`src/rtl/gbx_pkg.sv`:
```
// Shared definitions for the pixel-to-symbol gearbox.
// Assumes three color components per pixel and 8-bit link symbols.
package gbx_pkg;
    localparam int NUM_COMP = 3;
    localparam int SYM_W    = 8;

    typedef enum logic [1:0] {
        DEPTH_6   = 2'd0,
        DEPTH_8   = 2'd1,
        DEPTH_10  = 2'd2,
        DEPTH_RSV = 2'd3
    } depth_e;
endpackage

```
`src/rtl/gbx_depth_dec.sv`:
```
// Decodes the static depth code into a one-hot variant select and the
// number of payload bits per pixel. Codes that name a variant not built
// fall back to 8 bits per component.
module gbx_depth_dec
    import gbx_pkg::*;
#(
    parameter bit EN_BPC10 = 1'b1,
    parameter int CNT_W    = 6
) (
    input  logic [1:0]       depth_sel,
    output logic [2:0]       sel_oh,    // {10, 8, 6}
    output logic [CNT_W-1:0] nbits
);
    // Map the code to a variant and its bits per pixel.
    always_comb begin
        sel_oh = 3'b010;
        nbits  = CNT_W'(NUM_COMP * 8);
        case (depth_e'(depth_sel))
            DEPTH_6: begin
                sel_oh = 3'b001;
                nbits  = CNT_W'(NUM_COMP * 6);
            end
            DEPTH_10: begin
                if (EN_BPC10) begin
                    sel_oh = 3'b100;
                    nbits  = CNT_W'(NUM_COMP * 10);
                end
            end
            default: ;
        endcase
    end
endmodule

```
`src/rtl/gbx_pack.sv`:
```
// Extracts the low BPC bits of each of the three component fields and
// concatenates them, first field on top, zero-extended to PW bits.
// Assumes BPC <= MAX_BPC.
module gbx_pack #(
    parameter int BPC     = 8,
    parameter int MAX_BPC = 10,
    parameter int PW      = 30
) (
    input  logic [PW-1:0] in_pix,
    output logic [PW-1:0] packed_o
);
    // Right-aligned concatenation of the significant bits.
    assign packed_o = PW'({in_pix[2*MAX_BPC +: BPC],
                           in_pix[MAX_BPC   +: BPC],
                           in_pix[0         +: BPC]});
endmodule

```
`src/rtl/gbx_accum.sv`:
```
// Residue accumulator: holds valid bits left-aligned, emits a byte once
// 8 bits are present, or a zero-padded partial byte while a line flush
// is pending. Accepts new bits only if at most 7 bits remain after this
// cycle's pop. Assumes bits_in is zero above nbits and that nbits
// does not exceed ACC_W-8.
module gbx_accum
    import gbx_pkg::*;
#(
    parameter int PW    = 30,
    parameter int ACC_W = 38,
    parameter int CNT_W = 6
) (
    input  logic             clk,
    input  logic             rst_n,
    input  logic [PW-1:0]    bits_in,
    input  logic [CNT_W-1:0] nbits,
    input  logic             in_valid,
    input  logic             in_eol,
    output logic             in_ready,
    output logic             out_valid,
    input  logic             out_ready,
    output logic [SYM_W-1:0] out_sym
);
    localparam logic [CNT_W-1:0] ONE_SYM = CNT_W'(SYM_W);
    localparam logic [CNT_W-1:0] TWO_SYM = CNT_W'(2 * SYM_W);

    logic [ACC_W-1:0] acc_q, acc_p, acc_d;
    logic [CNT_W-1:0] cnt_q, cnt_p, cnt_d, shamt;
    logic             pad_q, pad_d;
    logic             pop, push;

    // Handshakes and the next accumulator state.
    always_comb begin
        out_valid = (cnt_q >= ONE_SYM) || (pad_q && (cnt_q != '0));
        out_sym   = acc_q[ACC_W-1 -: SYM_W];
        in_ready  = !pad_q && ((cnt_q < ONE_SYM) || ((cnt_q < TWO_SYM) && out_ready));
        pop       = out_valid && out_ready;
        push      = in_valid && in_ready;
        acc_p     = pop ? (acc_q << SYM_W) : acc_q;
        cnt_p     = pop ? ((cnt_q >= ONE_SYM) ? (cnt_q - ONE_SYM) : '0) : cnt_q;
        shamt     = CNT_W'(ACC_W) - cnt_p - nbits;
        acc_d     = push ? (acc_p | (ACC_W'(bits_in) << shamt)) : acc_p;
        cnt_d     = push ? (cnt_p + nbits) : cnt_p;
        pad_d     = pad_q;
        if (push && in_eol)
            pad_d = 1'b1;
        else if (pop && (cnt_p == '0))
            pad_d = 1'b0;
    end

    // State registers with synchronous active-low reset.
    always_ff @(posedge clk) begin
        if (!rst_n) begin
            acc_q <= '0;
            cnt_q <= '0;
            pad_q <= 1'b0;
        end else begin
            acc_q <= acc_d;
            cnt_q <= cnt_d;
            pad_q <= pad_d;
        end
    end

    AST_STALL_HOLD: assert property (@(posedge clk) disable iff (!rst_n)
        (out_valid && !out_ready) |=> (out_valid && $stable(out_sym)));
    AST_STALL_BLOCKS_INPUT: assert property (@(posedge clk) disable iff (!rst_n)
        (out_valid && !out_ready) |-> !in_ready);
    AST_NO_OVERFLOW: assert property (@(posedge clk) disable iff (!rst_n)
        push |-> ((cnt_p + nbits) <= CNT_W'(ACC_W)));
    AST_EOL_BLOCKS: assert property (@(posedge clk) disable iff (!rst_n)
        (in_valid && in_ready && in_eol) |=> !in_ready);
    AST_RESET_IDLE: assert property (@(posedge clk)
        !rst_n |=> (!out_valid && in_ready));
endmodule

```
`src/rtl/pix_sym_gearbox.sv`:
```
// Top of the color-depth gearbox. Builds one packer per enabled depth,
// selects the active one from the static depth code and feeds the
// residue accumulator. Assumes depth_sel only changes while idle.
module pix_sym_gearbox
    import gbx_pkg::*;
#(
    parameter int MAX_BPC  = 10,
    parameter bit EN_BPC10 = 1'b1
) (
    input  logic                      clk,
    input  logic                      rst_n,
    input  logic [1:0]                depth_sel,
    input  logic                      in_valid,
    output logic                      in_ready,
    input  logic [NUM_COMP*MAX_BPC-1:0] in_pix,
    input  logic                      in_eol,
    output logic                      out_valid,
    input  logic                      out_ready,
    output logic [SYM_W-1:0]          out_sym
);
    localparam int PW    = NUM_COMP * MAX_BPC;
    localparam int ACC_W = PW + SYM_W;
    localparam int CNT_W = $clog2(ACC_W + 1);

    logic [2:0]       sel_oh;
    logic [CNT_W-1:0] nbits;
    logic [PW-1:0]    p6, p8, p10, bits_sel;

    gbx_depth_dec #(.EN_BPC10(EN_BPC10), .CNT_W(CNT_W)) u_dec (
        .depth_sel(depth_sel), .sel_oh(sel_oh), .nbits(nbits)
    );

    gbx_pack #(.BPC(6), .MAX_BPC(MAX_BPC), .PW(PW)) u_pack6 (
        .in_pix(in_pix), .packed_o(p6)
    );
    gbx_pack #(.BPC(8), .MAX_BPC(MAX_BPC), .PW(PW)) u_pack8 (
        .in_pix(in_pix), .packed_o(p8)
    );

    generate
        if (EN_BPC10) begin : g_bpc10
            gbx_pack #(.BPC(10), .MAX_BPC(MAX_BPC), .PW(PW)) u_pack10 (
                .in_pix(in_pix), .packed_o(p10)
            );
        end else begin : g_no_bpc10
            assign p10 = '0;
        end
    endgenerate

    // AND-OR select of the active packer output.
    always_comb begin
        bits_sel = ({PW{sel_oh[0]}} & p6) | ({PW{sel_oh[1]}} & p8) | ({PW{sel_oh[2]}} & p10);
    end

    gbx_accum #(.PW(PW), .ACC_W(ACC_W), .CNT_W(CNT_W)) u_acc (
        .clk(clk), .rst_n(rst_n), .bits_in(bits_sel), .nbits(nbits),
        .in_valid(in_valid), .in_eol(in_eol), .in_ready(in_ready),
        .out_valid(out_valid), .out_ready(out_ready), .out_sym(out_sym)
    );

    AST_ONE_DEPTH: assert property (@(posedge clk) disable iff (!rst_n)
        $countones(sel_oh) == 1);
    AST_DEPTH_BITS: assert property (@(posedge clk) disable iff (!rst_n)
        (nbits == 6'd18) || (nbits == 6'd24) || (EN_BPC10 && nbits == 6'd30));
endmodule

```
`config.mk`:
```
export PLATFORM = sky130hd
export DESIGN_NAME = pix_sym_gearbox
export DESIGN_NICKNAME = d
export VERILOG_FILES = /design/src/rtl/gbx_pkg.sv /design/src/rtl/gbx_depth_dec.sv /design/src/rtl/gbx_pack.sv /design/src/rtl/gbx_accum.sv /design/src/rtl/pix_sym_gearbox.sv
export SDC_FILE = /design/constraint.sdc
export NUM_CORES = 1
export LEC_CHECK = 0
export BUFFER_PORTS_ARGS = -buffer_cell sky130_fd_sc_hd__buf_2
export CORE_ASPECT_RATIO = 0.5
export CORE_MARGIN = 5
export CORE_UTILIZATION = 50
export CTS_CLUSTER_SIZE = 40
export DETAILED_ROUTE_END_ITERATION = 8
export PLACE_DENSITY_LB_ADDON = 0.12
export REMOVE_ABC_BUFFERS = 1
export SLEW_MARGIN = 10
export SYNTH_ARGS = -nofsm -noshare
export SYNTH_HDL_FRONTEND = slang
export SYNTH_HIERARCHICAL = 1
export SYNTH_SLANG_ARGS = --single-unit
```
`constraint.sdc`:
```
create_clock -name clk -period 4.1 [get_ports clk]
set_input_delay 0.82 -clock clk [delete_from_list [all_inputs] [get_ports clk]]
set_output_delay 0.82 -clock clk [all_outputs]
set_load 0.01 [all_outputs]
```
; ---- After elaboration in Yosys (flattened, before gate mapping)
; Index checks and enable logic that the tools add are counted.
[classes]
n_shift = 1
bitwise_logic = 6
muxes = 9
n_eq_ne = 1
n_reduce_logical = 14
n_addsub = 4
n_lt_le_gt_ge = 3
[ops]
columns = cell, count
row1 = 2-to-1 mux 38 bit, 2
row2 = OR 30 bit, 2
row3 = OR 38 bit, 1
row4 = left shift 30 x 6 -> 38 bit, 1
row5 = AND 30 x 18 -> 30 bit, 1
row6 = AND 30 x 24 -> 30 bit, 1
row7 = AND 30 bit, 1
row8 = 2-to-1 mux 6 bit, 3
row9 = one-hot mux 4 bit (2 select lines), 1
row10 = logical AND 1 bit, 7
row11 = adder 6 x 5 -> 6 bit, 1
row12 = "greater-or-equal comparator 6 x 4 -> 1 bit, second input constant", 1
row13 = logical NOT 6 bit, 1
row14 = "< comparator 6 x 4 -> 1 bit, second input constant", 1
row15 = "< comparator 6 x 5 -> 1 bit, second input constant", 1
row16 = one-hot mux 3 bit (2 select lines), 1
row17 = nonzero test 6 bit, 1
row18 = "subtractor 6 x 4 -> 6 bit, second input constant", 1
row19 = subtractor 6 x 5 -> 6 bit, 1
row20 = "subtractor 6 bit, first input constant", 1
row21 = "== test 2 bit, second input constant", 1
row22 = logical NOT 2 bit, 1
row23 = logical OR 1 bit, 2
row24 = 2-to-1 mux 1 bit, 2
row25 = other kinds (2), 2
[word_totals]
register_bits = 45
in_bits = 37
wordCells = 41
out_inout_bits = 10

; ---- Depth between registers and ports, before layout
; Gate-level depths: netlist (run 1).
[depth]
ltp_word = 10
depth_mapped = 21

; ---- Cells and area by module
; The synthesis (run 1) kept the hierarchy.
[modules_own_cells]
columns = module, cells_each, n_inst, seq_area_each_um2, area_per_inst_um2
row1 = gbx_accum, 524, 1, 900.9, 4554.4
row2 = pix_sym_gearbox, 69, 1, 0.0, 469.2
row3 = gbx_pack (u_pack6 ...), 31, 2, 0.0, 229.0
row4 = gbx_pack (g_bpc10.u_pack10), 30, 1, 0.0, 225.2
row5 = gbx_depth_dec, 11, 1, 0.0, 61.3

; ---- Worst setup path after synthesis (run 1)
; OpenSTA, ideal clock, no wires.
[synth_path]
path_kind = reg-to-reg
startpoint = reg u_acc.cnt_q[4]
endpoint = reg u_acc.acc_q[34]
required_ps = 4005
setup_time_ps = 95
path_stages_with_launch = 21
period_less_slack_ps = 4473
t_arrival_ps = 4378
path_slack_ps = -373
path_cell_list = dfxtp_1 -> inv_1 -> ha_1 -> nand2b_1 -> o21a_1 -> nand2_1 -> and2_1 -> clkbuf_1 -> a21boi_0 -> ha_1 -> clkbuf_1 -> xor2_1 -> ha_1 -> clkbuf_1 -> inv_1 -> clkbuf_1 -> clkbuf_1 -> and3_1 -> nand2_1 -> o21a_1 -> a221oi_1
[synth_via]
elab_chain_len = 10
[synth_lines]
columns = item, line
row1 = "start, declared", gbx_accum.sv:28  ; logic [CNT_W-1:0] cnt_q, cnt_p, cnt_d, shamt;
row2 = "start signal, assigned", gbx_accum.sv:59  ; cnt_q <= cnt_d;
row3 = branches (longest 2 deep; another with greater-or-equal comparator 6 x 4 -> 1 bit), n/a
row4 = logical OR 1 bit (*), gbx_accum.sv:34  ; out_valid = (cnt_q >= ONE_SYM) || (pad_q && (cnt_q != '0));
row5 = via out_valid, pix_sym_gearbox.sv:17  ; output logic out_valid,
row6 = logical AND 1 bit (*), gbx_accum.sv:37  ; pop = out_valid && out_ready;
row7 = 2-to-1 mux 6 bit, gbx_accum.sv:40  ; cnt_p = pop ? ((cnt_q >= ONE_SYM) ? (cnt_q - ONE_SYM) : '0) : cnt_q;
row8 = subtractor 6 bit, gbx_accum.sv:41  ; shamt = CNT_W'(ACC_W) - cnt_p - nbits;
row9 = subtractor 6 x 5 -> 6 bit, gbx_accum.sv:41
row10 = left shift 30 x 6 -> 38 bit, gbx_accum.sv:42  ; acc_d = push ? (acc_p | (ACC_W'(bits_in) << shamt)) : acc_p;
row11 = OR 38 bit, gbx_accum.sv:42
row12 = 2-to-1 mux 38 bit (*), gbx_accum.sv:42
row13 = "end signal, assigned", gbx_accum.sv:54  ; acc_q <= '0;
row14 = "end signal, assigned", gbx_accum.sv:58  ; acc_q <= acc_d;
row15 = "end, declared", gbx_accum.sv:27  ; logic [ACC_W-1:0] acc_q, acc_p, acc_d;
; Mark *: on every way through the listed nets, which the timed path passes.
; A chain may end at the register's enable or synchronous reset.

; ---- Worst setup path after layout (run 1)
[layout_path]
startpoint = reg u_acc.cnt_q[1]
endpoint = reg u_acc.acc_q[36]
[layout_via]
elab_chain_len = 10
[layout_lines]
columns = item, line
row1 = branches (longest 9 deep; another with subtractor 6 x 4 -> 6 bit), n/a
row2 = 2-to-1 mux 38 bit (*), gbx_accum.sv:42
; Every way passes the cells marked *.

==> results_dict.tcl, run 1 <==
set metrics [dict create \
    status "finished, final reports clean" \
    ys.flop_type "dfxtp_1" \
    htreeDepth 2 \
    crit_arrival_ns 4.04 \
    cts_tree "done" \
    final_cell_mix "69 x nor2_1, 62 x mux2i_1, 48 x nand2_1" \
    antenna_found_initial 0 \
    cts.path.max_buffers 2 \
    synth_area_mm2 0.00577 \
    cts_root_buf "clkbuf_16" \
    syn_inst 696 \
    ys_warn_count 6 \
    wl_mm 13.9 \
    cap_violations 0 \
    die_h_um 86.0 \
    rows 27 \
    critPathMaxStageDelay_ns 0.40 \
    numCtsBuffers 5 \
    yosys-top-cells-area "dfxtp_1 16%, buf_4 14%, mux2i_1 11%" \
    ios 47 \
    wl_per_cell_um 17.4 \
    clock_skew_ns 0.00978 \
    grt_start_max_net_pins 34 \
    gp_congestion 0.858 \
    synth_edf_count 0 \
    yosys.area.top_type "dfxtp_1" \
    hold_path.class "flop to flop" \
    clk_latency_ns 0.30 \
    clkSinkCount 45 \
    place_hpwl_mm 11.1 \
    synthDominantCellAreaShare_pct 15.6 \
    core_area_mm2 0.0111 \
    crit_path_end_kind "flop" \
    crit_path_start_kind "flop" \
    worstMarginPinSlew_ns 0.808 \
    dr.pass1.iters 8 \
    die_x_um 162 \
    drive_gt1_share_pct 21.9 \
    required_ns 4.33 \
    finalCritPeriodShare_pct 92.9 \
    ys_ff_latch 45 \
    overflow 0 \
    synth_seq_area_share_pct 15.6 \
    syn_avg_cell_area_um2 8.29 \
    diodes 0 \
    grt_pass1_vias 4313 \
    final.min_clock_period_ns 3.81 \
    area_delta_synth_final_pct -0.412 \
    die_area_mm2 0.0139 \
    worst-path-max-fanout 7 \
    max_slew_margin_pct 46.1 \
    final-hold-violation-count 0 \
    path_cells "or3_4 -> o21a_1 -> nand2_1 -> and2_1 -> a21boi_0 -> buf_4 -> ha_1 -> xor2_1 -> ha_1 -> a211oi_2 -> buf_4 -> xnor2_4 -> buf_12 -> mux2i_1 -> nor2_1 -> a211oi_1 -> o221a_1" \
    tns_ns 0 \
    final_common_cell "nor2_1" \
    nets 705 \
    routed_via_density 5.97 \
    synthArstFlopShare_pct 0 \
    rsz0062_at_grt "false" \
    grt_pass1_wl_mm 22.6 \
    grt_usage_pct 19.9 \
    final_antenna_net_count 0 \
    drc 0 \
    slowest_stage "or3_4" \
    slew_viol_final 0 \
    port_buffers 46 \
    cts.clk_slew.worst_paths_ns 0.07 \
    setup_viol 0 \
    drt-initial-drc-count 585 \
    fmax_ghz 0.262 \
    synth_cell_type_count 74 \
    initial_utilization_pct 51.7 \
    worstSetupPathType "flop to flop" \
    vias 4758 \
]
what timing repair did:
| action | 4_1_cts | 5_1_grt |
|---|---|---|
| hold endpoints to repair | 0 | 0 |
| resized for setup | 0 | 4 |
| setup endpoints to repair | 0 | 10 |
| buffers inserted | 0 | 2 |
| hold buffers | 0 | 0 |
cell type report:
cell class                      instances  area, um2
Sequential cell                        45        901
Clock buffer                            5        125
Inverter                               45        169
Timing Repair Buffer                   84        573
Multi-Input combinational cell        470       3770
Tap cell                              145        181
Clock inverter                          3       21.3
Fill cell                            1090       5400
per-layer routing:
| metal | up-vias | track usage [%] | share of wire (%) |
|---|---|---|---|
| met3 | 13 | 3.12 | 4.3 |
| met4 | 0 | 2.92 | 0.71 |
| li1 | 2323 | - | - |
| met2 | 112 | 30.1 | 43 |
| met5 | - | 0 | 0 |
| met1 | 2310 | 30.3 | 52 |
synth_stat cells (4+ instances only):
cell / number
a2bb2oi_1: 5
buf_4: 105
mux4_2: 26
conb_1: 4
o21ai_0: 6
mux2i_1: 62
and2_1: 10
xor2_1: 4
a21boi_0: 4
o22a_1: 10
dfxtp_1: 45
a31oi_1: 7
nor2b_1: 5
mux2_2: 8
nor3_1: 7
clkbuf_1: 28
o21a_1: 6
nand2_1: 48
and3_1: 4
buf_6: 4
nand4_1: 6
o32ai_1: 5
or3_1: 4
o211ai_1: 8
inv_1: 44
buf_2: 15
a21oi_1: 15
nand2b_1: 7
ha_1: 16
xnor2_1: 4
nand3_1: 12
nor2_1: 70
a222oi_1: 30
final timing paths:
check	from	endpoint	slack, ns	cells after the start
max reg2reg	u_acc/cnt_q[1]	u_acc/acc_q[36]	0.29	17
max	u_acc/cnt_q[1]	u_acc/acc_q[36]	0.29	17
min reg2reg	u_acc/acc_q[0]	u_acc/acc_q[0]	0.46	2
min	u_acc/acc_q[0]	u_acc/acc_q[0]	0.46	2
sequential cells by signal (all words and copies together) (netlist names):
register,cells
u_acc/acc_q,38
u_acc/cnt_q,6
u_acc/pad_q,1
per-stage QoR:
stage	instance area, um2	util [%]	hold WS, ns	worst slack [ns]	std cells
6_report	5740	51.5	0.463	0.290	797
5_1_grt	5740	51.5	0.476	0.0546	797
4_1_cts	5700	51.1	0.466	0.225	795
3_5_place_dp	5550	49.8	0.458	0.157	787
3_3_place_gp	5550	49.8	0.442	0.139	787
2_1_floorplan	4810	-	0.432	-1.03	560
cell families (layout without fill, tap and decap cells):
logic type,count (synthesis),in the layout,share of synthesized area [%]
other,4,21,0.260
adder cells (fa/ha/maj),17,17,3.82
buffers and inverters,198,137,20.6
AND/OR/NAND/NOR,190,190,15.8
multiplexers,97,97,22.7
XOR/XNOR,9,9,1.50
flip-flops,45,45,15.6
AO/OA/AOI/OAI,136,136,19.8
critical path: cells and delay by family, from the launching register on:
| kind | cells | cell delay, ns |
|---|---|---|
| muxes | 1 | 0.26 |
| AOI/OAI and AO/OA | 5 | 1.03 |
| DFF | 1 | 0.35 |
| and+or+nand+nor | 4 | 0.73 |
| adders and majority gates | 2 | 0.50 |
| xor gates and xnor gates | 2 | 0.36 |
| buffers and inverters | 3 | 0.52 |
Power of run 1 is not shown: default switching activity piles up to over one toggle a cycle in this logic, so the estimate is an artifact.
==> run 2: changes to the inputs <==
RECOVER_POWER = 100   (was default)
clock period = 4.4 ns   (was 4.1 ns; I/O delays follow)
==> results_dict.tcl, run 2 (synthesis gave the netlist of run 1 again) <==
set metrics [dict create \
    setup_viol 0 \
    routed_via_density 5.99 \
    die_area_mm2 0.0139 \
    post-route-util_pct 51.6 \
    required_ns 4.62 \
    worst-path-max-fanout 6 \
    cts_tree "done" \
    drt-initial-drc-count 481 \
    slowest_stage "or4_1" \
    core_area_mm2 0.0111 \
    largest_reg_flops 38 \
    regArea_um2 901 \
    antenna_found_initial 0 \
    die_h_um 86.0 \
    numCtsBuffers 5 \
    grt_usage_pct 20.5 \
    final.min_clock_period_ns 4.15 \
    regMostFlops "u_acc/acc_q" \
    dr.pass1.iters 8 \
    finalCritPeriodShare_pct 94.4 \
    crit_buf_inv 4 \
    fmax_ghz 0.241 \
    gp_congestion 0.851 \
    final_antenna_net_count 0 \
    diodes 0 \
    area_delta_synth_final_pct -0.304 \
    final_common_cell "nor2_1" \
    cts.clk_slew.worst_paths_ns 0.06 \
    worstMarginPinSlew_ns 0.942 \
    hold_buffers 0 \
    crit_arrival_ns 4.37 \
    cap_violations 0 \
    dr_wl_met2_mm 6.31 \
    clock_skew_ns 0.00265 \
    wl_met1_mm 7.04 \
    clk_latency_ns 0.29 \
    whs_ns 0.468 \
    critPathMaxStageDelay_ns 0.50 \
    wl_per_cell_um 17.8 \
    slew_viol_final 0 \
    max_slew_margin_pct 36.7 \
    rows 27 \
    place_hpwl_mm 10.9 \
    crit_family "simple AND/OR/NAND/NOR gates" \
    final_cell_mix "70 x nor2_1, 62 x mux2i_1, 48 x nand2_1" \
    reg_top3 "u_acc/acc_q x38, u_acc/cnt_q x6, u_acc/pad_q x1" \
    crit_path_frequent_cell "buf_4" \
    vias 4789 \
    top_layer_used "met4" \
    die_x_um 162 \
    status "finished, final reports clean" \
    final-hold-violation-count 0 \
    htreeDepth 2 \
    met3_length_um 819 \
    multi_input_area_mm2 0.00377 \
    drc 0 \
    initial_utilization_pct 51.7 \
    cts.path.max_buffers 2 \
    port_buffers 46 \
    path_cells "or3_4 -> o21a_1 -> nor2_1 -> mux2i_1 -> ha_1 -> ha_1 -> inv_1 -> or4_1 -> a21boi_1 -> a2111oi_4 -> buf_4 -> buf_4 -> buf_4 -> and3_1 -> or4_1 -> o22ai_1" \
    grt_start_max_net_pins 34 \
    drive_gt1_share_pct 20.2 \
    nFillCells 1091 \
    grt_pass1_wl_mm 23.4 \
    wl_mm 14.2 \
    hold_path.class "flop to flop" \
    overflow 0 \
    nets 708 \
    cts_root_buf "clkbuf_16" \
    grt_pass1_vias 4560 \
    crit_path_start_kind "flop" \
    clkSinkCount 45 \
    crit_path_end_kind "flop" \
    worstSetupPathType "flop to flop" \
    ios 47 \
]
## run 2: timing repair
item | CTS | global route
setup buffers | 0 | 16
setup endpoints to repair | 0 | 29
gates resized for setup | 0 | 1
## run 2: worst paths after layout
kind	from	endpoint	slack, ns	cells after the start
worst max-delay path	u_acc/cnt_q[0]	u_acc/acc_q[29]	0.25	16
worst min-delay path	u_acc/acc_q[0]	u_acc/acc_q[0]	0.47	2
worst min register to register	u_acc/acc_q[0]	u_acc/acc_q[0]	0.47	2
worst max register to register	u_acc/cnt_q[0]	u_acc/acc_q[29]	0.25	16
## run 2: per-stage QoR
step           worst slack, ns  instance area [um2]  setup TNS, ns  cells
4_1_cts                  0.204                 5630              0    783
6_report                 0.246                 5750              0    799
2_1_floorplan           -0.794                 4810         -16.10    560
5_1_grt                -0.0211                 5750        -0.0398    799
3_3_place_gp             0.288                 5470              0    776
3_5_place_dp             0.275                 5470              0    776
## run 2: area by class of cell
cell class	count	area share, %
multi-input cells	470	65.5
flip-flops and latches	45	15.7
well taps	145	3.15
repair buffers	87	9.92
inverters	45	2.94
clock inverters	2	0.609
clock buffers	5	2.18
## run 2: layer usage
metal / global-route usage, % / vias to the layer above
met3: 3.98 / 2
met5: 0 / -
li1: - / 2349
met1: 30.0 / 2326
met2: 32.4 / 112
met4: 2.46 / 0
## run 2: worst min-delay path, cell delays in order, from the launching register on
cell	delay [ns]
dfxtp_1	0.31
nand2_1	0.05
a21oi_1	0.05
Power of run 2 is left out for the same reason.
==> run 3: changes to the inputs <==
clock period = 5.05 ns   (was 4.4 ns; I/O delays follow)
==> results_dict.tcl, run 3 (synthesis gave the netlist of run 1 again) <==
set metrics [dict create \
    status "finished, final reports clean" \
    cts_root_buf "clkbuf_16" \
    drt-initial-drc-count 608 \
    worstHoldPathCells 2 \
    hold_start "u_acc/acc_q[0]" \
    regToRegEndpoint "u_acc/acc_q[23]" \
    nFillCells 1094 \
    vias 4655 \
    die_x_um 162 \
    crit_path_end_kind "flop" \
    crit_cells 12 \
    hold_end "u_acc/acc_q[0]" \
    grt_pass1_vias 4481 \
    critPathMaxStageDelay_ns 0.95 \
    routed_via_density 6.01 \
    drc 0 \
    rows 27 \
    die_h_um 86.0 \
    overflow 0 \
    crit_arrival_ns 4.81 \
    setup_viol 0 \
    wl_per_cell_um 17.9 \
    antenna_found_initial 0 \
    postCtsResizedCells 0 \
    finalCritPeriodShare_pct 91.6 \
    reg_top3 "u_acc/acc_q x38, u_acc/cnt_q x6, u_acc/pad_q x1" \
    dr.pass1.iters 8 \
    final-hold-violation-count 0 \
    area_delta_synth_final_pct -4.62 \
    cts_setup_buffers 0 \
    worstMarginPinSlew_ns 0.997 \
    numCtsBuffers 5 \
    whs_ns 0.458 \
    final_antenna_net_count 0 \
    drive_gt1_share_pct 16.3 \
    slowest_stage "ha_1" \
    cap_violations 0 \
    rsz0062_at_grt "false" \
    gp_congestion 0.869 \
    place_ws_ns 0.534 \
    r2r-start "u_acc/cnt_q[4]" \
    grt_usage_pct 20.0 \
    diodes 0 \
    hold_buffers 0 \
    cts.clk_slew.worst_paths_ns 0.06 \
    final_common_cell "nor2_1" \
    crit_path_start_kind "primary input" \
    slew_viol_final 0 \
    nets 683 \
    ff2ff_path_depth 16 \
    initial_utilization_pct 51.7 \
    wl_mm 13.8 \
    crit_family "adder cells" \
    worstSetupPathType "primary input to flop" \
    grt_pass1_wl_mm 22.8 \
    clk_latency_ns 0.29 \
    htreeDepth 2 \
    core_area_mm2 0.0111 \
    cts_tree "done" \
    ios 47 \
    grt_start_max_net_pins 32 \
    clkSinkCount 45 \
    port_buffers 46 \
    die_area_mm2 0.0139 \
    final_cell_mix "70 x nor2_1, 62 x mux2i_1, 48 x nand2_1" \
    tns_ns 0 \
    final.min_clock_period_ns 4.63 \
    path_cells "clkbuf_1 -> nand3_1 -> and2_0 -> ha_1 -> ha_1 -> clkbuf_1 -> mux2_1 -> mux2i_1 -> mux2i_1 -> mux2i_1 -> o22a_1 -> nor2_1" \
    max_slew_margin_pct 33.0 \
    worst-path-max-fanout 25 \
    crit_path_frequent_cell "mux2i_1" \
    setup_ws_ns 0.423 \
    required_ns 5.23 \
    largest_reg_flops 38 \
    place_hpwl_mm 10.7 \
    crit_buf_inv 2 \
    clock_skew_ns 0.00666 \
    regMostFlops "u_acc/acc_q" \
    hold_path.class "flop to flop" \
    cts.path.max_buffers 2 \
    rrSetupSlack_ns 0.44 \
    fmax_ghz 0.216 \
]
==> run 3: changes by cell type in the layout (fill, tap and decap cells not counted), sizes merged <==
cell,previous run,this run
clkbuf,16,20
buf,76,47
clkinvlp,0,1
==> run 3: worst register-to-register path, cell delays in order, from the launching register on <==
cell and delay, ns:
dfxtp_1 0.44, inv_1 0.13, ha_1 0.19, nand2b_1 0.13, o21a_1 0.17, nand2_1 0.12
and2_0 0.19, a21boi_0 0.46, ha_1 0.42, nor2b_1 0.26, or4_1 0.15, a21boi_0 0.13
a2111oi_4 0.79, buf_4 0.37, mux2i_1 0.21, nand2_1 0.07, a221oi_1 0.28
==> run 3: per-layer routing <==
layer	vias to the layer above	share of wire [%]	routed length [um]	track usage [%]
li1	2285	-	-	-
met1	2261	52	7200	29.7
met2	99	43	5900	30.6
met3	10	4.7	656	3.65
met4	0	0.61	85	3.15
met5	-	0	0	0
==> run 3: how the worst max path moves through the flow <==
stage,from,to,slack [ns]
finish,out_ready,u_acc/acc_q[30],0.42
global route,u_acc/cnt_q[4],u_acc/acc_q[23],0.10
CTS,u_acc/cnt_q[4],u_acc/acc_q[23],0.56
detailed placement,out_ready,u_acc/acc_q[23],0.53
global placement,out_ready,u_acc/acc_q[30],0.64
floorplan,depth_sel[1],u_acc/acc_q[22],-0.27
==> run 3: per-stage QoR <==
step,cell area [um2],cells,utilization [%]
3_5_place_dp,5360,767,48.1
5_1_grt,5500,775,49.3
3_3_place_gp,5360,767,48.1
6_report,5500,775,49.3
2_1_floorplan,4810,560,-
4_1_cts,5530,775,49.6
==> run 3: area by class of cell <==
type | count | area (um2) | area share [%]
clock inverters | 3 | 46.3 | 0.841
multi-input cells | 470 | 3750 | 68.3
flip-flops and latches | 45 | 901 | 16.4
well taps | 145 | 181 | 3.30
inverters | 45 | 169 | 3.07
clock buffers | 5 | 125 | 2.27
repair buffers | 62 | 324 | 5.89
Power of run 3 is left out for the same reason.
